## config.mk

```make
export PLATFORM = sky130hd
export DESIGN_NAME = opfwd_top
export DESIGN_NICKNAME = d
export VERILOG_FILES = /design/src/rtl/opfwd_pkg.sv /design/src/rtl/opfwd_regfile.sv /design/src/rtl/opfwd_sel.sv /design/src/rtl/opfwd_top.sv
export SDC_FILE = /design/constraint.sdc
export NUM_CORES = 2
export LEC_CHECK = 0
export BUFFER_PORTS_ARGS = -buffer_cell sky130_fd_sc_hd__buf_4
export CAP_MARGIN = 20
export CELL_PAD_IN_SITES_DETAIL_PLACEMENT = 2
export CELL_PAD_IN_SITES_GLOBAL_PLACEMENT = 2
export CORE_MARGIN = 8
export CORE_UTILIZATION = 50
export DETAILED_ROUTE_END_ITERATION = 8
export GPL_ROUTABILITY_DRIVEN = 0
export GPL_TIMING_DRIVEN = 0
export PLACE_DENSITY = 0.95
export SYNTH_ARGS = -nofsm -noshare
export SYNTH_HDL_FRONTEND = slang
export SYNTH_SLANG_ARGS = --single-unit
```

## constraint.sdc

```tcl
create_clock -name clk_i -period 2.7 [get_ports clk_i]
set_input_delay 0.135 -clock clk_i [delete_from_list [all_inputs] [get_ports clk_i]]
set_output_delay 0.135 -clock clk_i [all_outputs]
set_load 0.05 [all_outputs]
```

## src/rtl/opfwd_pkg.sv

```systemverilog
package opfwd_pkg;
  typedef enum logic [1:0] {
    SEL_RF = 2'b00,
    SEL_MW = 2'b01,
    SEL_EM = 2'b10
  } fwd_sel_e;
endpackage

```

## src/rtl/opfwd_regfile.sv

```systemverilog
module opfwd_regfile #(
  parameter int XLEN  = 32,
  parameter int NREG  = 32,
  parameter int NRD   = 2,
  localparam int AW   = $clog2(NREG)
) (
  input  logic                 clk_i,
  input  logic                 rst_ni,
  input  logic                 we_i,
  input  logic [AW-1:0]        wa_i,
  input  logic [XLEN-1:0]      wd_i,
  input  logic [NRD-1:0][AW-1:0]   ra_i,
  output logic [NRD-1:0][XLEN-1:0] rd_o
);
  logic [XLEN-1:0] regs_q [1:NREG-1];
  logic            wr_en;

  assign wr_en = we_i && (wa_i != '0);

  always_ff @(posedge clk_i or negedge rst_ni) begin
    if (!rst_ni) begin
      for (int i = 1; i < NREG; i++) regs_q[i] <= '0;
    end else if (wr_en) begin
      regs_q[wa_i] <= wd_i;
    end
  end

  for (genvar p = 0; p < NRD; p++) begin : g_rd
    // write-before-read: same-cycle writeback is visible to the reader
    always_comb begin
      if (ra_i[p] == '0)                  rd_o[p] = '0;
      else if (wr_en && wa_i == ra_i[p])  rd_o[p] = wd_i;
      else                                rd_o[p] = regs_q[ra_i[p]];
    end

    AST_X0_READS_ZERO: assert property (@(posedge clk_i) disable iff (!rst_ni)
      (ra_i[p] == '0) |-> (rd_o[p] == '0));
    AST_WRITE_THEN_READ: assert property (@(posedge clk_i) disable iff (!rst_ni)
      (we_i && wa_i != '0 && wa_i == ra_i[p]) |-> (rd_o[p] == wd_i));
  end
endmodule

```

## src/rtl/opfwd_sel.sv

```systemverilog
module opfwd_sel
  import opfwd_pkg::*;
#(
  parameter int AW = 5
) (
  input  logic          clk_i,
  input  logic          rst_ni,
  input  logic [AW-1:0] rs_i,
  input  logic          em_we_i,
  input  logic [AW-1:0] em_rd_i,
  input  logic          mw_we_i,
  input  logic [AW-1:0] mw_rd_i,
  output fwd_sel_e      sel_o
);
  logic em_hit, mw_hit;

  assign em_hit = em_we_i && (em_rd_i != '0) && (em_rd_i == rs_i);
  assign mw_hit = mw_we_i && (mw_rd_i != '0) && (mw_rd_i == rs_i);

  always_comb begin
    if (em_hit)      sel_o = SEL_EM;  // most recent result wins
    else if (mw_hit) sel_o = SEL_MW;
    else             sel_o = SEL_RF;
  end

  AST_SEL_LEGAL: assert property (@(posedge clk_i) disable iff (!rst_ni)
    sel_o != 2'b11);
  AST_X0_NEVER_FWD: assert property (@(posedge clk_i) disable iff (!rst_ni)
    (rs_i == '0) |-> (sel_o == SEL_RF));
  AST_EM_PRIORITY: assert property (@(posedge clk_i) disable iff (!rst_ni)
    (em_we_i && mw_we_i && em_rd_i == mw_rd_i && em_rd_i == rs_i && rs_i != '0)
      |-> (sel_o == SEL_EM));
endmodule

```

## src/rtl/opfwd_top.sv

```systemverilog
module opfwd_top
  import opfwd_pkg::*;
#(
  parameter int XLEN = 32,
  parameter int NREG = 32,
  localparam int AW  = $clog2(NREG),
  localparam int NOP = 2
) (
  input  logic            clk_i,
  input  logic            rst_ni,
  input  logic [AW-1:0]   id_rs1_i,
  input  logic [AW-1:0]   id_rs2_i,
  input  logic            exmem_we_i,
  input  logic [AW-1:0]   exmem_rd_i,
  input  logic [XLEN-1:0] exmem_data_i,
  input  logic            memwb_we_i,
  input  logic [AW-1:0]   memwb_rd_i,
  input  logic [XLEN-1:0] memwb_data_i,
  output logic [1:0]      fwd_sel_a_o,
  output logic [1:0]      fwd_sel_b_o,
  output logic [XLEN-1:0] op_a_o,
  output logic [XLEN-1:0] op_b_o
);
  logic [NOP-1:0][AW-1:0]   id_rs;
  logic [NOP-1:0][XLEN-1:0] rf_rd;
  logic [NOP-1:0][AW-1:0]   ex_rs_q;
  logic [NOP-1:0][XLEN-1:0] ex_rf_q;
  fwd_sel_e                 sel [NOP];
  logic [NOP-1:0][XLEN-1:0] op;

  assign id_rs[0] = id_rs1_i;
  assign id_rs[1] = id_rs2_i;

  opfwd_regfile #(.XLEN(XLEN), .NREG(NREG), .NRD(NOP)) u_rf (
    .clk_i (clk_i),
    .rst_ni(rst_ni),
    .we_i  (memwb_we_i),
    .wa_i  (memwb_rd_i),
    .wd_i  (memwb_data_i),
    .ra_i  (id_rs),
    .rd_o  (rf_rd)
  );

  for (genvar k = 0; k < NOP; k++) begin : g_op
    always_ff @(posedge clk_i or negedge rst_ni) begin
      if (!rst_ni) begin
        ex_rs_q[k] <= '0;
        ex_rf_q[k] <= '0;
      end else begin
        ex_rs_q[k] <= id_rs[k];
        ex_rf_q[k] <= rf_rd[k];
      end
    end

    opfwd_sel #(.AW(AW)) u_sel (
      .clk_i  (clk_i),
      .rst_ni (rst_ni),
      .rs_i   (ex_rs_q[k]),
      .em_we_i(exmem_we_i),
      .em_rd_i(exmem_rd_i),
      .mw_we_i(memwb_we_i),
      .mw_rd_i(memwb_rd_i),
      .sel_o  (sel[k])
    );

    always_comb begin
      unique case (sel[k])
        SEL_EM:  op[k] = exmem_data_i;
        SEL_MW:  op[k] = memwb_data_i;
        default: op[k] = ex_rf_q[k];
      endcase
    end
  end

  assign fwd_sel_a_o = sel[0];
  assign fwd_sel_b_o = sel[1];
  assign op_a_o      = op[0];
  assign op_b_o      = op[1];

  AST_FWD_A_EM: assert property (@(posedge clk_i) disable iff (!rst_ni)
    (fwd_sel_a_o == 2'b10) |-> (op_a_o == exmem_data_i));
  AST_FWD_B_EM: assert property (@(posedge clk_i) disable iff (!rst_ni)
    (fwd_sel_b_o == 2'b10) |-> (op_b_o == exmem_data_i));
  AST_FWD_A_MW: assert property (@(posedge clk_i) disable iff (!rst_ni)
    (fwd_sel_a_o == 2'b01) |-> (op_a_o == memwb_data_i));
  AST_FWD_B_MW: assert property (@(posedge clk_i) disable iff (!rst_ni)
    (fwd_sel_b_o == 2'b01) |-> (op_b_o == memwb_data_i));
endmodule

```

==> impl_summary.md, run 1 <==
Run status
The flow did not finish. The stage at which the flow ended is global routing. The tool reported: "[ERROR GRT-0232] Routing congestion too high. Check the congestion heatmap in the GUI".

Synth
Of all cell types, the one taking the most synthesized area is sky130_fd_sc_hd__dfrtp_1. The Yosys step of the flow raised 0 warnings. The post-synthesis cell type count is 56. The area fraction of the dominant cell type after synthesis is between 40% and 50%. In this run, synthesis inferred 0 flip-flops with an integrated enable. By area the synthesized netlist is led by sky130_fd_sc_hd__dfrtp_1 (46%), sky130_fd_sc_hd__mux2_2 (20%), sky130_fd_sc_hd__mux4_2 (18%), sky130_fd_sc_hd__mux2i_1 (2.8%), sky130_fd_sc_hd__buf_2 (1.4%). The mapped netlist covers approximately 0.057 mm². Synthesis handed over a netlist of 3891 instances. The proportion of synthesized chip area in sequential cells is between 40 and 50%.

The commonest register cell after synthesis is sky130_fd_sc_hd__dfrtp_1. Synthesis inferred around 1100 register bits. For this run, asynchronously set or reset flops after synthesis account for 100%. The number of nets in the synthesized netlist is approximately 4000. After synthesis, the mean cell area works out to 14.8 µm².

Clock tree
The clock net in this run drives a total of 1066 sinks. In this run, CTS created clock tree buffers numbering around 120. The cell at the root of the clock tree is sky130_fd_sc_hd__clkbuf_16. The number of buffers on the longest clock path is 3. CTS built an H-tree with a depth of 3.

Placement
The post-DP HPWL is roughly 210000 µm. The count of buffers added on input and output ports is 152. Including well taps, the total number of placed cells is around 5600.

OpenSTA, run right after detailed placement, puts the worst setup slack at -1290 ps.

Floorplanning
The chip width is about 350 µm. Pin placement for this block handled roughly 160 I/O pins. In this run the core area contains between 100 and 150 standard-cell rows. The die extent in y is ~350 µm. The initial cell density of the core is a little over 50%.

Global route
Entering global routing, the biggest net connects 181 pins. The total routing resource utilization after global routing is 78.9%. Summed over all layers, the global routing overflow is 429.
## synth_stat cells (3+ instances only)
cell type,instances
sky130_fd_sc_hd__buf_2,166
sky130_fd_sc_hd__and3_1,4
sky130_fd_sc_hd__o21ai_0,6
sky130_fd_sc_hd__nor3_1,33
sky130_fd_sc_hd__a221o_1,13
sky130_fd_sc_hd__nand4b_1,3
sky130_fd_sc_hd__mux2_2,1016
sky130_fd_sc_hd__mux2i_1,159
sky130_fd_sc_hd__o31ai_1,19
sky130_fd_sc_hd__a31oi_1,14
sky130_fd_sc_hd__o2bb2ai_1,30
sky130_fd_sc_hd__buf_6,20
sky130_fd_sc_hd__nor2_2,8
sky130_fd_sc_hd__clkbuf_1,148
sky130_fd_sc_hd__nor2b_1,28
sky130_fd_sc_hd__o21ai_1,59
sky130_fd_sc_hd__mux4_2,461
sky130_fd_sc_hd__nand3b_1,4
sky130_fd_sc_hd__or2_2,3
sky130_fd_sc_hd__a221oi_1,51
sky130_fd_sc_hd__a21oi_1,17
sky130_fd_sc_hd__xor2_1,16
sky130_fd_sc_hd__o22a_1,30
sky130_fd_sc_hd__buf_1,47
sky130_fd_sc_hd__o211ai_1,50
sky130_fd_sc_hd__dfrtp_1,1066
sky130_fd_sc_hd__mux2_1,59
sky130_fd_sc_hd__nor2_1,23
sky130_fd_sc_hd__inv_1,3
sky130_fd_sc_hd__nand2_1,136
sky130_fd_sc_hd__xnor2_1,14
sky130_fd_sc_hd__buf_4,39
sky130_fd_sc_hd__nand3_1,43
sky130_fd_sc_hd__nand2b_1,15
sky130_fd_sc_hd__nor3b_1,4
sky130_fd_sc_hd__a211o_1,12
sky130_fd_sc_hd__a22oi_1,49
## per-layer routing
layer | GRT overflow | track usage [%]
met2 | 208 | 89.9
met3 | 31 | 71.4
met1 | 22 | 78.1
met4 | 162 | 76.4
met5 | 6 | 47.7
## kinds of logic after synthesis
kind of cell	Yosys count	share of synthesized area [%]
multiplexers	1695	41.9
flip-flops	1066	46.5
buffers and inverters	424	3.66
AO/OA/AOI/OAI	358	4.69
AND/OR/NAND/NOR	318	2.77
XOR/XNOR	30	0.458
## stage by stage
stage / utilization (%) / area [µm²]
after CTS: 59.1 / 67400
after detailed placement: 53.5 / 61000
after global placement: 53.0 / 60400
after floorplan: - / 57400
## timing repair
item | in CTS
gates cloned | 3
setup endpoints to repair | 98
gates resized for setup | 312
hold endpoints to repair | 240
pin swaps | 22
hold buffers | 43
setup buffers | 37
==> inputs of run 2 (changes only) <==
--- a/config.mk
+++ b/config.mk
@@ -7,14 +7,12 @@
 export LEC_CHECK = 0
 export BUFFER_PORTS_ARGS = -buffer_cell sky130_fd_sc_hd__buf_4
 export CAP_MARGIN = 20
-export CELL_PAD_IN_SITES_DETAIL_PLACEMENT = 2
-export CELL_PAD_IN_SITES_GLOBAL_PLACEMENT = 2
 export CORE_MARGIN = 8
-export CORE_UTILIZATION = 50
+export CORE_UTILIZATION = 40
 export DETAILED_ROUTE_END_ITERATION = 8
 export GPL_ROUTABILITY_DRIVEN = 0
 export GPL_TIMING_DRIVEN = 0
-export PLACE_DENSITY = 0.95
+export PLACE_DENSITY_LB_ADDON = 0.15
 export SYNTH_ARGS = -nofsm -noshare
 export SYNTH_HDL_FRONTEND = slang
 export SYNTH_SLANG_ARGS = --single-unit
==> run 2 against run 1 <==
Net effect:
- the flow now finishes, with violations (setup timing)
- synthesized area unchanged
- synthesized cell count unchanged
==> impl_summary.md, run 2 <==
Clock tree
The cell at the root of the clock tree was sky130_fd_sc_hd__clkbuf_16 (unchanged). The later pin in the worst-skew pair is clocked with a latency of just under 800 ps. The number of buffers on the longest clock path is 3 (unchanged). The count of H-tree levels built during CTS is 3 (unchanged). The clock-pin slew reported for the worst setup and hold paths after clock tree synthesis is roughly 70 ps. The sink count of the clock tree is 1066 (unchanged). The TritonCTS buffer count came to 119 (unchanged). The CTS tree is done.

Timing
The number of failing hold endpoints at the final stage is 0. Setup repair after global routing could not meet its margin everywhere. The normalized max-slew margin is approximately 14%. The max-slew violation count came to 0. After routing, the total negative slack on setup checks comes to -8360 ps. Once routing completed, OpenROAD measured the worst setup slack at -213 ps. For the pin with the worst max-slew slack, the measured transition is about 1300 ps.

Across all hold checks on the routed design, the worst slack comes to slightly below 50 ps. The clock arrives with 37.4 ps of skew. The ratio of final minimum period to clock period is 108%.

For this run, the top clock speed supported by timing is 0.343 GHz. The worst path in the final design needs a cycle of 2910 ps, including I/O delays and setup. Setup violations remaining at the end of the flow were counted as 70.

Critical path
STA puts the critical path data arrival time at roughly 2800 ps. At the worst endpoint, the required time is between 2000 and 3000 ps. The sort of element at the start of the critical path is a flip-flop. The worst setup path is of the reg -> out kind. The buffering stage count on the worst path with inverters included is 4. The slowest stage of the critical path belongs to the cell sky130_fd_sc_hd__dfrtp_1. The family with the most delay on the worst path is buffers and inverters. The worst setup path is captured at an output port. Along the worst path, the maximum fanout reaches 5. In this design, the stage delay of the slowest critical-path cell is about 420 ps.

The cell seen most often among critical-path stages is sky130_fd_sc_hd__buf_6. The critical path goes through xor2_1 -> nor4_4 -> buf_6 -> buf_12 -> buf_16 -> mux2i_4 -> o21ai_4 -> buf_6.

Synth
Top cells by area in the synthesized netlist: sky130_fd_sc_hd__dfrtp_1 (46%), sky130_fd_sc_hd__mux2_2 (20%), sky130_fd_sc_hd__mux4_2 (18%), sky130_fd_sc_hd__mux2i_1 (2.8%), sky130_fd_sc_hd__buf_2 (1.4%) (unchanged). The most common cell in the netlist was sky130_fd_sc_hd__dfrtp_1 (unchanged). The count of flip-flops with a built-in enable after synthesis is 0 (unchanged).

The post-synthesis cell count is 3891 (unchanged). The total of warnings raised by yosys is 0 (unchanged). The mapped cell area is 0.0574 mm² (unchanged). Most numerous cell types in the synthesized netlist: sky130_fd_sc_hd__dfrtp_1 (1066), sky130_fd_sc_hd__mux2_2 (1016), sky130_fd_sc_hd__mux4_2 (461), sky130_fd_sc_hd__buf_2 (166), sky130_fd_sc_hd__mux2i_1 (159) (unchanged). The post-synthesis cell type count is 56 (unchanged). The area fraction of the dominant cell type after synthesis is 46.5% (unchanged).

The proportion of synthesized chip area in sequential cells is 46.5% (unchanged). The mean post-synth cell area is 14.8 µm² (unchanged). The flip-flop and latch count after synthesis came to 1066 (unchanged). The commonest register cell after synthesis is sky130_fd_sc_hd__dfrtp_1 (unchanged). The number of nets in the synthesized netlist is 3979 (unchanged). The async set-or-reset flop fraction in the synthesized netlist was 100% (unchanged). The dominant cell type by area after synthesis is sky130_fd_sc_hd__dfrtp_1 (unchanged).

Floorplanning
The die outline area is approximately 0.16 mm². The die extent in y is 395 µm (was 355 µm). The count of standard-cell rows was 139 (was 124). The core region is 0.143 mm². The initial cell density of the core is 40.2% (was 50.3%). The chip width was 395 µm (was 355 µm). The number of top-level design ports is 156 (unchanged).

Finish
After the flow finishes, the layout carries non-filler instances totaling between 6000 and 7000. Ranked by flip-flop count, first place goes to u_rf.regs_q. The largest registers in the layout are u_rf.regs_q x992, ex_rf_q x64, ex_rs_q x10.

The share of cells above drive strength 1 is between 50% and 60%. Once layout is complete, the utilization of the core stands at 47.8%. Leaving out fill and tap cells, the most frequent cells in the layout are sky130_fd_sc_hd__dfrtp_1 (1063), sky130_fd_sc_hd__mux2_2 (1016), sky130_fd_sc_hd__mux4_2 (461), sky130_fd_sc_hd__buf_2 (164), sky130_fd_sc_hd__clkbuf_1 (149).

The register with the most flip-flops in the layout has between 900 and 1000 of them. The final-layout fill cell count is around 13000. For this run, the post-layout net count is ~4400. The area overhead of the layout relative to synthesis is 19.0%. Leaving out fill and tap cells, the most frequent cell in the layout is sky130_fd_sc_hd__dfrtp_1.

Global route
The overall overflow remaining after global route is 0. The initial antenna violation count is 14. The number of global-route vias before repair came to between 40000 and 50000. The global-route wire length before repair is approximately 340000 µm. In the global route stage, overall resource usage came out at a little under a third. The maximum number of pins on one net before global-route repair is ~170.

Route
The remaining design rule violation count is 0. The remaining antenna violation count after routing is 0. The number of design-rule violations left by the first detailed-router iteration is just over 5000. The detailed-route wire length is between 200000 and 300000 µm.

After detailed routing, the number of vias per cell comes to between 6 and 7. Before antenna repair, the detailed router went through 5 iterations. In the final routed layout, each cell accounts on average for approximately 40 µm. The count of vias placed by the detailed router is roughly 41000.

Power and ir drop
The power density relative to cell area is around 740 mW/mm². The leakage component of the power is ~30 nW. The worst supply voltage drop on vdd is about 520 µV.

Placement
The total placed cells including tap cells is 5984 (was 5582). The post-DP HPWL came to 175000 µm (was 214000 µm). The number of input and output port buffers inserted was 152 (unchanged).

Min path
The path type of the worst min-delay path is in -> async.

Run status
Result of the run: finished, violations left (was stopped before the end). The final reports fail on setup timing.

Run
The number of maximum-capacitance constraint violations is 0.
[run 2: cell counts after synthesis]
No cell type changed its count.
[run 2: cell families after synthesis]
group	share of synthesized area, %
muxes	41.9
buffers and inverters	3.66
and+or+nand+nor	2.77
DFF	46.5
AOI/OAI and AO/OA	4.69
xor gates and xnor gates	0.458
[run 2: area by class of cell]
class	count	area (µm²)	share of cell area [%]
Clock buffer	177	3600	5.27
Buffer	417	2340	3.42
Antenna cell	7	17.5	0.0256
Multi-Input combinational cell	2401	29400	43.1
Timing Repair Buffer	286	3320	4.86
Sequential cell	1066	26700	39.1
Inverter	3	11.3	0.0165
Tap cell	1903	2380	3.49
Clock inverter	45	515	0.755
[run 2: per-layer routing]
metal  GRT usage, %  up-vias  part of all wire (%)
li1               -    15800                     -
met5          0.462        -                 0.051
met3           10.8      633                    11
met4           17.9        8                   6.8
met1           41.2    22000                    40
met2           45.2     2297                    43
[run 2: power breakdown]
part | internal (mW) | switching, mW
registers | 19.1 | 2.21
logic | 6.32 | 5.86
clock network | 10.1 | 7.23
total | 35.5 | 15.3
[run 2: path summary, 6_finish.rpt]
path / start / endpoint / slack (ps) / cells past startpoint
worst max-delay path: ex_rs_q[2] / op_a_o[31] / -210 / 8
worst min-delay path: rst_ni / u_rf.regs_q[214] / 50 / 3
worst max register to register: u_rf.regs_q[321] / ex_rf_q[1] / 380 / 5
worst min register to register: u_rf.regs_q[40] / u_rf.regs_q[40] / 500 / 1
max in group asynchronous: rst_ni / u_rf.regs_q[871] / 1000 / 4
min in group clk_i: memwb_rd_i[3] / u_rf.regs_q[95] / 140 / 4
[run 2: what timing repair did]
action | 4_1_cts | 5_1_grt
pin swaps | 10 | 15
hold buffers | 44 | 0
endpoints found under the hold margin | 691 | 0
setup buffers | 29 | 14
gates cloned | 4 | 3
setup endpoints to repair | 70 | 74
resized for setup | 216 | 105
[run 2: per-stage QoR]
stage | setup WS, ps | power, mW | cell area, µm²
CTS | -215 | 50.4 | 67600
detailed placement | -1180 | 32.8 | 61700
finish | -213 | 50.8 | 68300
global route | -273 | 52.4 | 68300
global placement | -11960 | 32.5 | 60900
floorplan | 215 | 28.6 | 57400
[run 2: worst register-to-register path: stages (launching register included)]
cell and delay [ps]:
sky130_fd_sc_hd__dfrtp_1 390, sky130_fd_sc_hd__mux4_2 480, sky130_fd_sc_hd__a22oi_1 850, sky130_fd_sc_hd__o31ai_1 180
sky130_fd_sc_hd__nand3_1 140, sky130_fd_sc_hd__nand3_1 130
Power figures use the tool's default switching activity.
